## config.mk

```make
export PLATFORM = sky130hd
export DESIGN_NAME = dpot_i2c_slave
export DESIGN_NICKNAME = d
export VERILOG_FILES = /design/src/rtl/dpot_pkg.sv /design/src/rtl/dpot_sync.sv /design/src/rtl/dpot_bus_cond.sv /design/src/rtl/dpot_link.sv /design/src/rtl/dpot_wiper_bank.sv /design/src/rtl/dpot_i2c_slave.sv
export SDC_FILE = /design/constraint.sdc
export NUM_CORES = 1
export LEC_CHECK = 0
export BUFFER_PORTS_ARGS = -buffer_cell sky130_fd_sc_hd__buf_2
export CAP_MARGIN = 10
export CELL_PAD_IN_SITES_DETAIL_PLACEMENT = 0
export CELL_PAD_IN_SITES_GLOBAL_PLACEMENT = 2
export CORE_ASPECT_RATIO = 0.6
export CORE_MARGIN = 1.5
export CORE_UTILIZATION = 35
export CTS_CLUSTER_DIAMETER = 150
export DETAILED_ROUTE_END_ITERATION = 12
export GPL_TIMING_DRIVEN = 0
export PLACE_DENSITY = 0.79
export SLEW_MARGIN = 40
export SYNTH_ARGS = -nofsm -noshare
export SYNTH_HDL_FRONTEND = slang
export SYNTH_SLANG_ARGS = --single-unit
```

## constraint.sdc

```tcl
create_clock -name clk -period 2.9 [get_ports clk]
set_clock_uncertainty 0.2 [all_clocks]
set_input_delay 0.145 -clock clk [delete_from_list [all_inputs] [get_ports clk]]
set_output_delay 0.145 -clock clk [all_outputs]
set_load 0.005 [all_outputs]
```

## src/rtl/dpot_pkg.sv

```systemverilog
// Package: shared constants and state types for the two-channel
// potentiometer serial slave. Assumes 8-bit bus bytes.
package dpot_pkg;

    localparam int WIPER_W    = 8;
    localparam int NUM_WIPERS = 2;
    localparam int SEL_W      = (NUM_WIPERS > 1) ? $clog2(NUM_WIPERS) : 1;
    localparam int STRAP_W    = 3;
    localparam int BYTE_W     = 8;
    localparam int CNT_W      = $clog2(BYTE_W + 1);

    localparam logic [3:0]         DEV_CODE   = 4'b0101;
    localparam logic [BYTE_W-1:0]  CMD_SEL0   = 8'hA9;
    localparam logic [BYTE_W-1:0]  CMD_SEL1   = 8'hAA;
    localparam logic [WIPER_W-1:0] WIPER_INIT = 8'h80;

    typedef enum logic [2:0] {
        LS_IDLE,
        LS_RECV,
        LS_RECV_ACK,
        LS_SEND,
        LS_SEND_ACK,
        LS_PARK
    } link_state_t;

    typedef enum logic [1:0] {
        FR_ADDR,
        FR_CMD,
        FR_DATA
    } field_t;

endpackage

```

## src/rtl/dpot_sync.sv

```systemverilog
// Module: multi-bit, multi-stage input synchroniser.
// Each bit gets its own independent flop chain of STAGES flops.
// Assumes the inputs are asynchronous level signals that change slowly
// relative to clk. STAGES must be at least 2.
module dpot_sync #(
    parameter int   WIDTH   = 2,
    parameter int   STAGES  = 2,
    parameter logic RST_VAL = 1'b1
) (
    input  logic             clk,
    input  logic             rst_n,
    input  logic [WIDTH-1:0] d_i,
    output logic [WIDTH-1:0] q_o
);

    for (genvar g = 0; g < WIDTH; g++) begin : g_bit
        logic [STAGES-1:0] chain;

        // Shift the raw bit through the flop chain.
        always_ff @(posedge clk) begin
            if (!rst_n) begin
                chain <= {STAGES{RST_VAL}};
            end else begin
                chain <= {chain[STAGES-2:0], d_i[g]};
            end
        end

        assign q_o[g] = chain[STAGES-1];
    end

endmodule

```

## src/rtl/dpot_bus_cond.sv

```systemverilog
// Module: bus condition detector.
// Turns synchronised SCL/SDA levels into single-cycle strobes:
// SCL rise, SCL fall, start and stop.
// Assumes both inputs come from the same synchroniser, so that they stay
// aligned in time.
module dpot_bus_cond (
    input  logic clk,
    input  logic rst_n,
    input  logic scl_s,
    input  logic sda_s,
    output logic scl_rise_o,
    output logic scl_fall_o,
    output logic start_o,
    output logic stop_o
);

    logic scl_q;
    logic sda_q;

    // Remember the previous synchronised levels (idle bus is high).
    always_ff @(posedge clk) begin
        if (!rst_n) begin
            scl_q <= 1'b1;
            sda_q <= 1'b1;
        end else begin
            scl_q <= scl_s;
            sda_q <= sda_s;
        end
    end

    // Derive the edge and condition strobes from the old and new levels.
    always_comb begin
        scl_rise_o = scl_s & ~scl_q;
        scl_fall_o = ~scl_s & scl_q;
        start_o    = scl_s & scl_q & sda_q & ~sda_s;
        stop_o     = scl_s & scl_q & ~sda_q & sda_s;
    end

endmodule

```

## src/rtl/dpot_link.sv

```systemverilog
// Module: byte-level protocol engine.
// It receives the address, command and data bytes and drives the
// acknowledge bits. It serialises wiper codes on reads, and it issues
// one-cycle write strobes to the wiper bank.
// Assumes single-cycle strobes from dpot_bus_cond. A start or stop
// strobe takes priority over any byte activity.
module dpot_link
    import dpot_pkg::*;
(
    input  logic                                 clk,
    input  logic                                 rst_n,
    input  logic                                 scl_rise_i,
    input  logic                                 scl_fall_i,
    input  logic                                 start_i,
    input  logic                                 stop_i,
    input  logic                                 sda_s,
    input  logic [STRAP_W-1:0]                   strap_i,
    input  logic [NUM_WIPERS-1:0][WIPER_W-1:0]   wiper_i,
    output logic                                 wr_en_o,
    output logic [SEL_W-1:0]                     wr_sel_o,
    output logic [WIPER_W-1:0]                   wr_data_o,
    output logic                                 sda_pull_o
);

    link_state_t        state;
    field_t             field;
    logic [CNT_W-1:0]   bit_cnt;
    logic [BYTE_W-1:0]  shreg;
    logic               is_read;
    logic               mst_ack;
    logic [SEL_W-1:0]   tgt;
    logic [SEL_W-1:0]   rd_idx;
    logic               addr_hit;
    logic [WIPER_W-1:0] next_tx;

    // Address comparison and selection of the next byte to transmit.
    always_comb begin
        addr_hit = (shreg[BYTE_W-1:1] == {DEV_CODE, strap_i});
        next_tx  = wiper_i[rd_idx];
    end

    // Protocol sequencing: byte shifting, acknowledges and wiper writes.
    always_ff @(posedge clk) begin
        if (!rst_n) begin
            state      <= LS_IDLE;
            field      <= FR_ADDR;
            bit_cnt    <= '0;
            shreg      <= '0;
            is_read    <= 1'b0;
            mst_ack    <= 1'b0;
            tgt        <= '0;
            rd_idx     <= '0;
            wr_en_o    <= 1'b0;
            wr_data_o  <= '0;
            sda_pull_o <= 1'b0;
        end else begin
            wr_en_o <= 1'b0;
            if (start_i) begin
                state      <= LS_RECV;
                field      <= FR_ADDR;
                bit_cnt    <= '0;
                sda_pull_o <= 1'b0;
            end else if (stop_i) begin
                state      <= LS_IDLE;
                sda_pull_o <= 1'b0;
            end else begin
                case (state)
                    LS_RECV: begin
                        if (scl_rise_i) begin
                            shreg   <= {shreg[BYTE_W-2:0], sda_s};
                            bit_cnt <= bit_cnt + 1'b1;
                        end else if (scl_fall_i && bit_cnt == CNT_W'(BYTE_W)) begin
                            bit_cnt <= '0;
                            case (field)
                                FR_ADDR: begin
                                    if (addr_hit) begin
                                        is_read    <= shreg[0];
                                        sda_pull_o <= 1'b1;
                                        state      <= LS_RECV_ACK;
                                    end else begin
                                        state <= LS_PARK;
                                    end
                                end
                                FR_CMD: begin
                                    if (shreg == CMD_SEL0) begin
                                        tgt        <= SEL_W'(0);
                                        sda_pull_o <= 1'b1;
                                        state      <= LS_RECV_ACK;
                                    end else if (shreg == CMD_SEL1) begin
                                        tgt        <= SEL_W'(1);
                                        sda_pull_o <= 1'b1;
                                        state      <= LS_RECV_ACK;
                                    end else begin
                                        state <= LS_PARK;
                                    end
                                end
                                default: begin
                                    wr_en_o    <= 1'b1;
                                    wr_data_o  <= shreg;
                                    sda_pull_o <= 1'b1;
                                    state      <= LS_RECV_ACK;
                                end
                            endcase
                        end
                    end
                    LS_RECV_ACK: begin
                        if (scl_fall_i) begin
                            bit_cnt <= '0;
                            if (field == FR_ADDR && is_read) begin
                                state      <= LS_SEND;
                                shreg      <= wiper_i[0];
                                sda_pull_o <= ~wiper_i[0][WIPER_W-1];
                                rd_idx     <= SEL_W'(1);
                            end else begin
                                state      <= LS_RECV;
                                sda_pull_o <= 1'b0;
                                field      <= (field == FR_CMD) ? FR_DATA : FR_CMD;
                            end
                        end
                    end
                    LS_SEND: begin
                        if (scl_fall_i) begin
                            if (bit_cnt == CNT_W'(BYTE_W - 1)) begin
                                bit_cnt    <= '0;
                                sda_pull_o <= 1'b0;
                                state      <= LS_SEND_ACK;
                            end else begin
                                shreg      <= {shreg[BYTE_W-2:0], 1'b0};
                                sda_pull_o <= ~shreg[BYTE_W-2];
                                bit_cnt    <= bit_cnt + 1'b1;
                            end
                        end
                    end
                    LS_SEND_ACK: begin
                        if (scl_rise_i) begin
                            mst_ack <= ~sda_s;
                        end else if (scl_fall_i) begin
                            if (mst_ack) begin
                                state      <= LS_SEND;
                                shreg      <= next_tx;
                                sda_pull_o <= ~next_tx[WIPER_W-1];
                                rd_idx     <= rd_idx + 1'b1;
                            end else begin
                                state <= LS_PARK;
                            end
                        end
                    end
                    default: begin
                    end
                endcase
            end
        end
    end

    assign wr_sel_o = tgt;

endmodule

```

## src/rtl/dpot_wiper_bank.sv

```systemverilog
// Module: wiper code registers.
// There is one register per channel, loaded by a single-cycle write strobe.
// Assumes at most one write per cycle, which the protocol engine ensures.
module dpot_wiper_bank
    import dpot_pkg::*;
(
    input  logic                               clk,
    input  logic                               rst_n,
    input  logic                               wr_en_i,
    input  logic [SEL_W-1:0]                   wr_sel_i,
    input  logic [WIPER_W-1:0]                 wr_data_i,
    output logic [NUM_WIPERS-1:0][WIPER_W-1:0] wiper_o
);

    for (genvar g = 0; g < NUM_WIPERS; g++) begin : g_wiper
        // Hold the code of channel g and load it on a matching write.
        always_ff @(posedge clk) begin
            if (!rst_n) begin
                wiper_o[g] <= WIPER_INIT;
            end else if (wr_en_i && wr_sel_i == SEL_W'(g)) begin
                wiper_o[g] <= wr_data_i;
            end
        end
    end

endmodule

```

## src/rtl/dpot_i2c_slave.sv

```systemverilog
// Module: top of the two-channel potentiometer serial slave.
// It synchronises the bus lines, detects the bus conditions, runs the
// protocol and holds the wiper codes.
// Assumes each SCL phase lasts well over SYNC_STAGES+2 clk cycles.
// sda_pull_o must drive an open-drain pad.
module dpot_i2c_slave
    import dpot_pkg::*;
#(
    parameter int SYNC_STAGES = 2
) (
    input  logic               clk,
    input  logic               rst_n,
    input  logic               scl_i,
    input  logic               sda_i,
    input  logic [STRAP_W-1:0] strap_i,
    output logic [7:0]         wiper0_o,
    output logic [7:0]         wiper1_o,
    output logic               sda_pull_o
);

    logic [1:0]                         bus_s;
    logic                               scl_rise;
    logic                               scl_fall;
    logic                               start_det;
    logic                               stop_det;
    logic                               wr_en;
    logic [SEL_W-1:0]                   wr_sel;
    logic [WIPER_W-1:0]                 wr_data;
    logic [NUM_WIPERS-1:0][WIPER_W-1:0] wipers;

    dpot_sync #(
        .WIDTH   (2),
        .STAGES  (SYNC_STAGES),
        .RST_VAL (1'b1)
    ) u_sync (
        .clk   (clk),
        .rst_n (rst_n),
        .d_i   ({scl_i, sda_i}),
        .q_o   (bus_s)
    );

    dpot_bus_cond u_cond (
        .clk        (clk),
        .rst_n      (rst_n),
        .scl_s      (bus_s[1]),
        .sda_s      (bus_s[0]),
        .scl_rise_o (scl_rise),
        .scl_fall_o (scl_fall),
        .start_o    (start_det),
        .stop_o     (stop_det)
    );

    dpot_link u_link (
        .clk        (clk),
        .rst_n      (rst_n),
        .scl_rise_i (scl_rise),
        .scl_fall_i (scl_fall),
        .start_i    (start_det),
        .stop_i     (stop_det),
        .sda_s      (bus_s[0]),
        .strap_i    (strap_i),
        .wiper_i    (wipers),
        .wr_en_o    (wr_en),
        .wr_sel_o   (wr_sel),
        .wr_data_o  (wr_data),
        .sda_pull_o (sda_pull_o)
    );

    dpot_wiper_bank u_bank (
        .clk       (clk),
        .rst_n     (rst_n),
        .wr_en_i   (wr_en),
        .wr_sel_i  (wr_sel),
        .wr_data_i (wr_data),
        .wiper_o   (wipers)
    );

    assign wiper0_o = wipers[0];
    assign wiper1_o = wipers[1];

endmodule

```

# Word-level counts from Yosys, hierarchy flattened
# Index checks and enable logic that the tools add are counted.
[totals]
regBits = 53
input_bits = 7
output_inout_bits = 17
wordCells = 156
[op_classes]
addsub = 2
magnitude_cmp = 1
eq_ne = 31
mux = 56
n_bitwise = 23
n_reduce_logical = 25
[ops]
columns = ["cell", "count"]
rows = [
  ["two-way mux 8 bit", 10],
  ["two-way mux 3 bit", 11],
  ["one-hot mux 8 bit (4 select lines)", 1],
  ["AND reduction 8 bit", 3],
  ["two-way mux 1 bit", 21],
  ["two-way mux 4 bit", 5],
  ["!= test 4 x 3 -> 1 bit (second input constant)", 5],
  ["equality test 8 bit (second input constant)", 2],
  ["inverter 1 bit", 16],
  ["!= test 2 x 1 -> 1 bit (second input constant)", 7],
  ["AND reduction 7 bit", 2],
  ["one-hot mux 3 bit (4 select lines)", 1],
  ["one-hot mux 4 bit (3 select lines)", 1],
  ["AND reduction 11 bit", 1],
  ["AND reduction 10 bit", 1],
  ["!= test 2 bit (second input constant)", 4],
  ["!= test 4 bit (second input constant)", 2],
  ["AND reduction 4 bit", 2],
  ["AND 1 bit", 7],
  ["equality test 7 x 6 -> 1 bit", 1],
  ["equality test 3 x 2 -> 1 bit (second input constant)", 2],
  ["!= test 3 x 2 -> 1 bit (second input constant)", 2],
  ["one-hot mux 3 bit (2 select lines)", 1],
  ["AND reduction 6 bit", 1],
  ["22 further kinds", 29],
]

# Longest topological paths before layout
[depth]
word_depth = 9
ltp_mapped = 8
depth_no_buf = 7

# Hierarchy
# From an unflattened synthesis, not the netlist that was laid out.
[unflattened]
hier_cells = 314
area_unflattened_um2 = 2731.4
[by_module_without_submodules]
columns = ["module", "instances", "cells_per_inst", "area_per_inst_um2", "seq_area_each_um2"]
rows = [
  ["dpot_link", 1, 233, 1910.6, 620.6],
  ["dpot_wiper_bank", 1, 63, 615.6, 320.3],
  ["dpot_sync", 1, 10, 120.1, 80.1],
  ["dpot_bus_cond", 1, 8, 85.1, 40.0],
]

# Least setup slack after synthesis
# Ideal clock, no wire load.
[synth_timing]
path_kind = "reg2reg"
start = "reg u_cond.scl_q"
end = "reg u_link.bit_cnt[3]"
setup_ns = 0.070
t_arrival_ns = 1.944
required_ns = 2.630
setup_slack_ns = 0.686
stages_incl_launch_ff = 8
path_buffers = 2
synth_period_minus_slack_ns = 2.214
cell_sequence = "dfxtp_1 -> nor2b_1 -> buf_4 -> mux2i_1 -> or4_1 -> buf_2 -> or4_1 -> a21oi_1"
[synth_via]
elab_chain_cells = 5
word_cells_on_any_way = 17
classes_between = "3 x eq/ne; 2 x mux; 9 x bitwise; 3 x reduce/logical"
[synth_rtl]
columns = ["item", "line_no", "text"]
rows = [
  ["from (decl)", "dpot_bus_cond.sv:17", "logic scl_q;"],
  ["from (signal assigned)", "dpot_bus_cond.sv:26", "scl_q <= scl_s;"],
  ["AND 1 bit", "dpot_bus_cond.sv:35, dpot_bus_cond.sv:36", ""],
  ["AND 1 bit (2 in a row)", "dpot_bus_cond.sv:36", "stop_o = scl_s & scl_q & ~sda_q & sda_s;"],
  ["inverter 1 bit (no line)", "--", ""],
  ["AND reduction 5 bit (no line)", "--", ""],
  ["to (signal assigned)", "dpot_link.sv:71", "bit_cnt <= bit_cnt + 1'b1;"],
  ["to (signal assigned)", "dpot_link.sv:130", "bit_cnt <= bit_cnt + 1'b1;"],
  ["to (decl)", "dpot_link.sv:27", "logic [CNT_W-1:0] bit_cnt;"],
]
# Parallel ways exist; a longest one is shown, timed or not.
# A chain may end at the register's enable or synchronous reset.

# Worst setup path after layout
[layout_timing]
start = "reg u_link.state[0]"
end = "reg u_link.state[0]"
[layout_via]
elab_chain_cells = 4
word_cells_on_any_way = 16
classes_between = "11 x eq/ne; 3 x mux; 2 x reduce/logical"
[layout_rtl]
columns = ["item", "line_no", "text"]
rows = [
  ["from (decl)", "dpot_link.sv:25", "link_state_t state;"],
  ["from (signal assigned)", "dpot_link.sv:45", "state <= LS_IDLE;"],
  ["from (signal assigned)", "dpot_link.sv:59", "state <= LS_RECV;"],
  ["from (signal assigned)", "dpot_link.sv:64", "state <= LS_IDLE;"],
  ["equality test 3 bit (tied with other cells)", "dpot_link.sv:67", "case (state)"],
  ["one-hot mux 3 bit (4 select lines)", "dpot_link.sv:67", ""],
  ["two-way mux 1 bit", "dpot_link.sv:63", "end else if (stop_i) begin"],
  ["two-way mux 1 bit", "dpot_link.sv:58", "if (start_i) begin"],
]
# Parallel ways exist; a longest one is shown, timed or not.

==> run metrics <==
CP required=2.84 ns; Via density=5.61; post-synthesis sequential area ratio=0.417; combinational share of power=0.052; syn_nets=320; Die Height=69.0 um; Die Area=0.00780 mm2; Core Box Area=0.00685 mm2; Critical Path AT=2.62 ns; critical path launch point type=register; detailed router's first-iteration violation count=226; Fillers=717; Worst-Skew Late Latency=0.29 ns; Internal=1.08 mW; hold crit path type=primary input to register; # setup viols final=0; critical-path cell list=buf_1 -> nor3b_4 -> buf_4 -> nor2_2 -> a21oi_1 -> a221oi_1 -> a311oi_1; clock buffer count from CTS=5; # port buffers=23; post-synthesis average cell area=8.18 um2; critical path class=register to register; Total Wirelength=7.66 mm; top cells by area, synth=dfxtp_1 42%, nand2_1 7.2%, a21oi_1 7.1%, nand3_1 4.7%, a311oi_1 3.4%; first-pass GRT wire length=12.4 mm; Area Growth Syn to Fin=16.5%; Post-synth EDFFs=0; Clk pwr share=0.425; hold path cells=6; vias in the first global route=2,187; LEAKAGE=1.05 nW; register bit total from synthesis=53; Cell Rows=23; most common cell in the synthesized netlist=dfxtp_1; Setup crit end kind=register; fraction of registers with async set/reset=0; Max-Cap Viols=0; root buf cell=clkbuf_16; DRC=0; Worst-Margin Slew=0.661 ns; CTS tree=built; WP buf/inv=2; Synth Flop Type=dfxtp_1; Clk pin slew, worst setup/hold paths=0.06 ns; unrepaired setup endpoints after global routing=no; Inserted Diodes=0; Final HPWL DP=5.66 mm; H-tree levels=2; pwr dens=477 mW/mm2; Initial Utilization=0.371; Switch Pwr=332 uW; Slew HR=0.559; cell count after synthesis=311; Final min period=2.68 ns; Routed Antenna Nets=0; Post-synth top cells=53 x dfxtp_1, 49 x nand2_1, 36 x a21oi_1, 24 x nand3_1, 19 x nor2_1; Crit path depth=7; Ys Warns=0; sw frac=0.235; Flop pwr share=0.523; Post-Synthesis Cell Area=0.00254 mm2; Placed Cells=421; reg-to-reg setup timing slack=0.22 ns; drt pass-1 iters=5; Yosys top cell area share=0.417; Final Non-Filler Cells=434; status=complete, no violations; Placer Congestion=0.855; Max stage delay on crit path=0.45 ns; initial antenna violation count=0; area of the multi-input gates=0.00138 mm2; R2R depth=7; CTS Sinks=53; post-synth cell types=50; Final Net Count=355; Longest Clk Path Bufs=2; IO Pins=24; Hold Vio Cnt, Final=0; register area=0.00106 mm2; hold_ws=0.186 ns; GRT Total Usage=0.206; gr ovfl total=0; Vias=2,436; pin count of the biggest net entering global routing=17; CP Max Fanout=10; Peak Freq=374 MHz; setup TNS=0 ns; share of layout cells above drive strength 1=0.127; cell taking the most area after synthesis=dfxtp_1; family with the most delay on the worst path=compound AO/OA/AOI/OAI gates; period utilisation layout=0.923; DR WL/cell=17.7 um; Max VDD drop=0.182 mV; Tot Pwr=1.41 mW; width of the die=113 um; Slew Viols, Final=0; Crit-path slowest cell=buf_1
kinds of logic after synthesis:
group / Yosys count / synth area share
adder cells (fa/ha/maj): 2 / 0.00984
buffers and inverters: 27 / 0.0433
flip-flops: 53 / 0.417
XOR/XNOR: 5 / 0.0172
AO/OA/AOI/OAI: 76 / 0.191
multiplexers: 5 / 0.0202
AND/OR/NAND/NOR: 143 / 0.301
path summary, 6_finish.rpt:
check / from / to
worst min register to register: u_sync.g_bit[0].chain[0]$_SDFF_PN1_ / u_sync.g_bit[0].chain[1]$_SDFF_PN1_
worst max-delay path: u_link.state[0]$_SDFFE_PN0P_ / u_link.state[0]$_SDFFE_PN0P_
worst min-delay path: strap_i[1] / u_link.is_read$_SDFFE_PN0P_
worst max register to register: u_link.state[0]$_SDFFE_PN0P_ / u_link.state[0]$_SDFFE_PN0P_
metrics by stage:
| stage | worst slack [ns] | util | area (um2) |
|---|---|---|---|
| 4_1_cts | 0.210 | 0.430 | 2940 |
| 6_report | 0.225 | 0.432 | 2960 |
| 5_1_grt | 0.136 | 0.432 | 2960 |
| 3_3_place_gp | 0.174 | 0.404 | 2770 |
| 3_5_place_dp | 0.226 | 0.405 | 2770 |
| 2_1_floorplan | 0.686 | - | 2540 |
timing repair:
item	in CTS	in global routing
endpoints found under the setup margin	0	2
setup buffers	0	2
hold buffers	3	0
gates resized for setup	0	1
hold endpoints to repair	3	0
cells in the final DEF (no fill, tap or decap), drive strengths merged, types with 4 or more instances in the layout:
| master | count |
|---|---|
| a311oi | 10 |
| mux2i | 4 |
| a21oi | 36 |
| buf | 33 |
| a32oi | 7 |
| dfxtp | 53 |
| o21ai | 9 |
| nor2b | 8 |
| inv | 6 |
| nor2 | 19 |
| or3b | 4 |
| clkbuf | 19 |
| xnor2 | 4 |
| nor4 | 5 |
| nand2b | 8 |
| nor3b | 5 |
| nand3 | 24 |
| nand2 | 49 |
tightest hold or removal path, stage by stage:
cell and delay (ns):
buf_2 0.08, xnor2_1 0.05, nand4_1 0.10, nor4b_1 0.06, mux2i_1 0.11, nor2_1 0.07
per-layer routing:
metal  track usage  routed length [um]  vias up
met4        0.0389                  41        0
li1              -                   -     1205
met5             0                   0        -
met3        0.0598                 821        5
met1         0.355                4260     1123
met2         0.235                2540      103
sequential cells by signal, indices dropped and copies added, names as in the netlist:
signal and cells:
u_link.field 2, u_link.rd_idx 1, u_link.wr_data_o 8, u_link.is_read 1, u_sync.g_bit.chain 4, u_link.sda_pull_o 1, u_link.state 3, u_link.shreg 8
u_link.bit_cnt 4, u_cond.sda_q 1, u_link.wr_en_o 1, u_link.wr_sel_o 1, u_cond.scl_q 1, u_bank.wiper_o 16, u_link.mst_ack 1
cell type report:
type	instances	area share
buffer	21	0.0296
clock buffer	6	0.0435
clock inverter	2	0.00465
inverter	6	0.00760
multi-input combinational	231	0.466
sequential	53	0.358
tap	87	0.0368
timing repair buffer	28	0.0541
power by group through the flow:
stage	clock, mW	sequential [mW]	combinational, mW
floorplan	0	0.755	0.0443
global placement	0	0.756	0.0680
detailed placement	0	0.757	0.0683
CTS	0.616	0.740	0.0715
global route	0.646	0.741	0.0794
finish	0.601	0.740	0.0731
No activity file was read; power rests on OpenSTA's default activity.
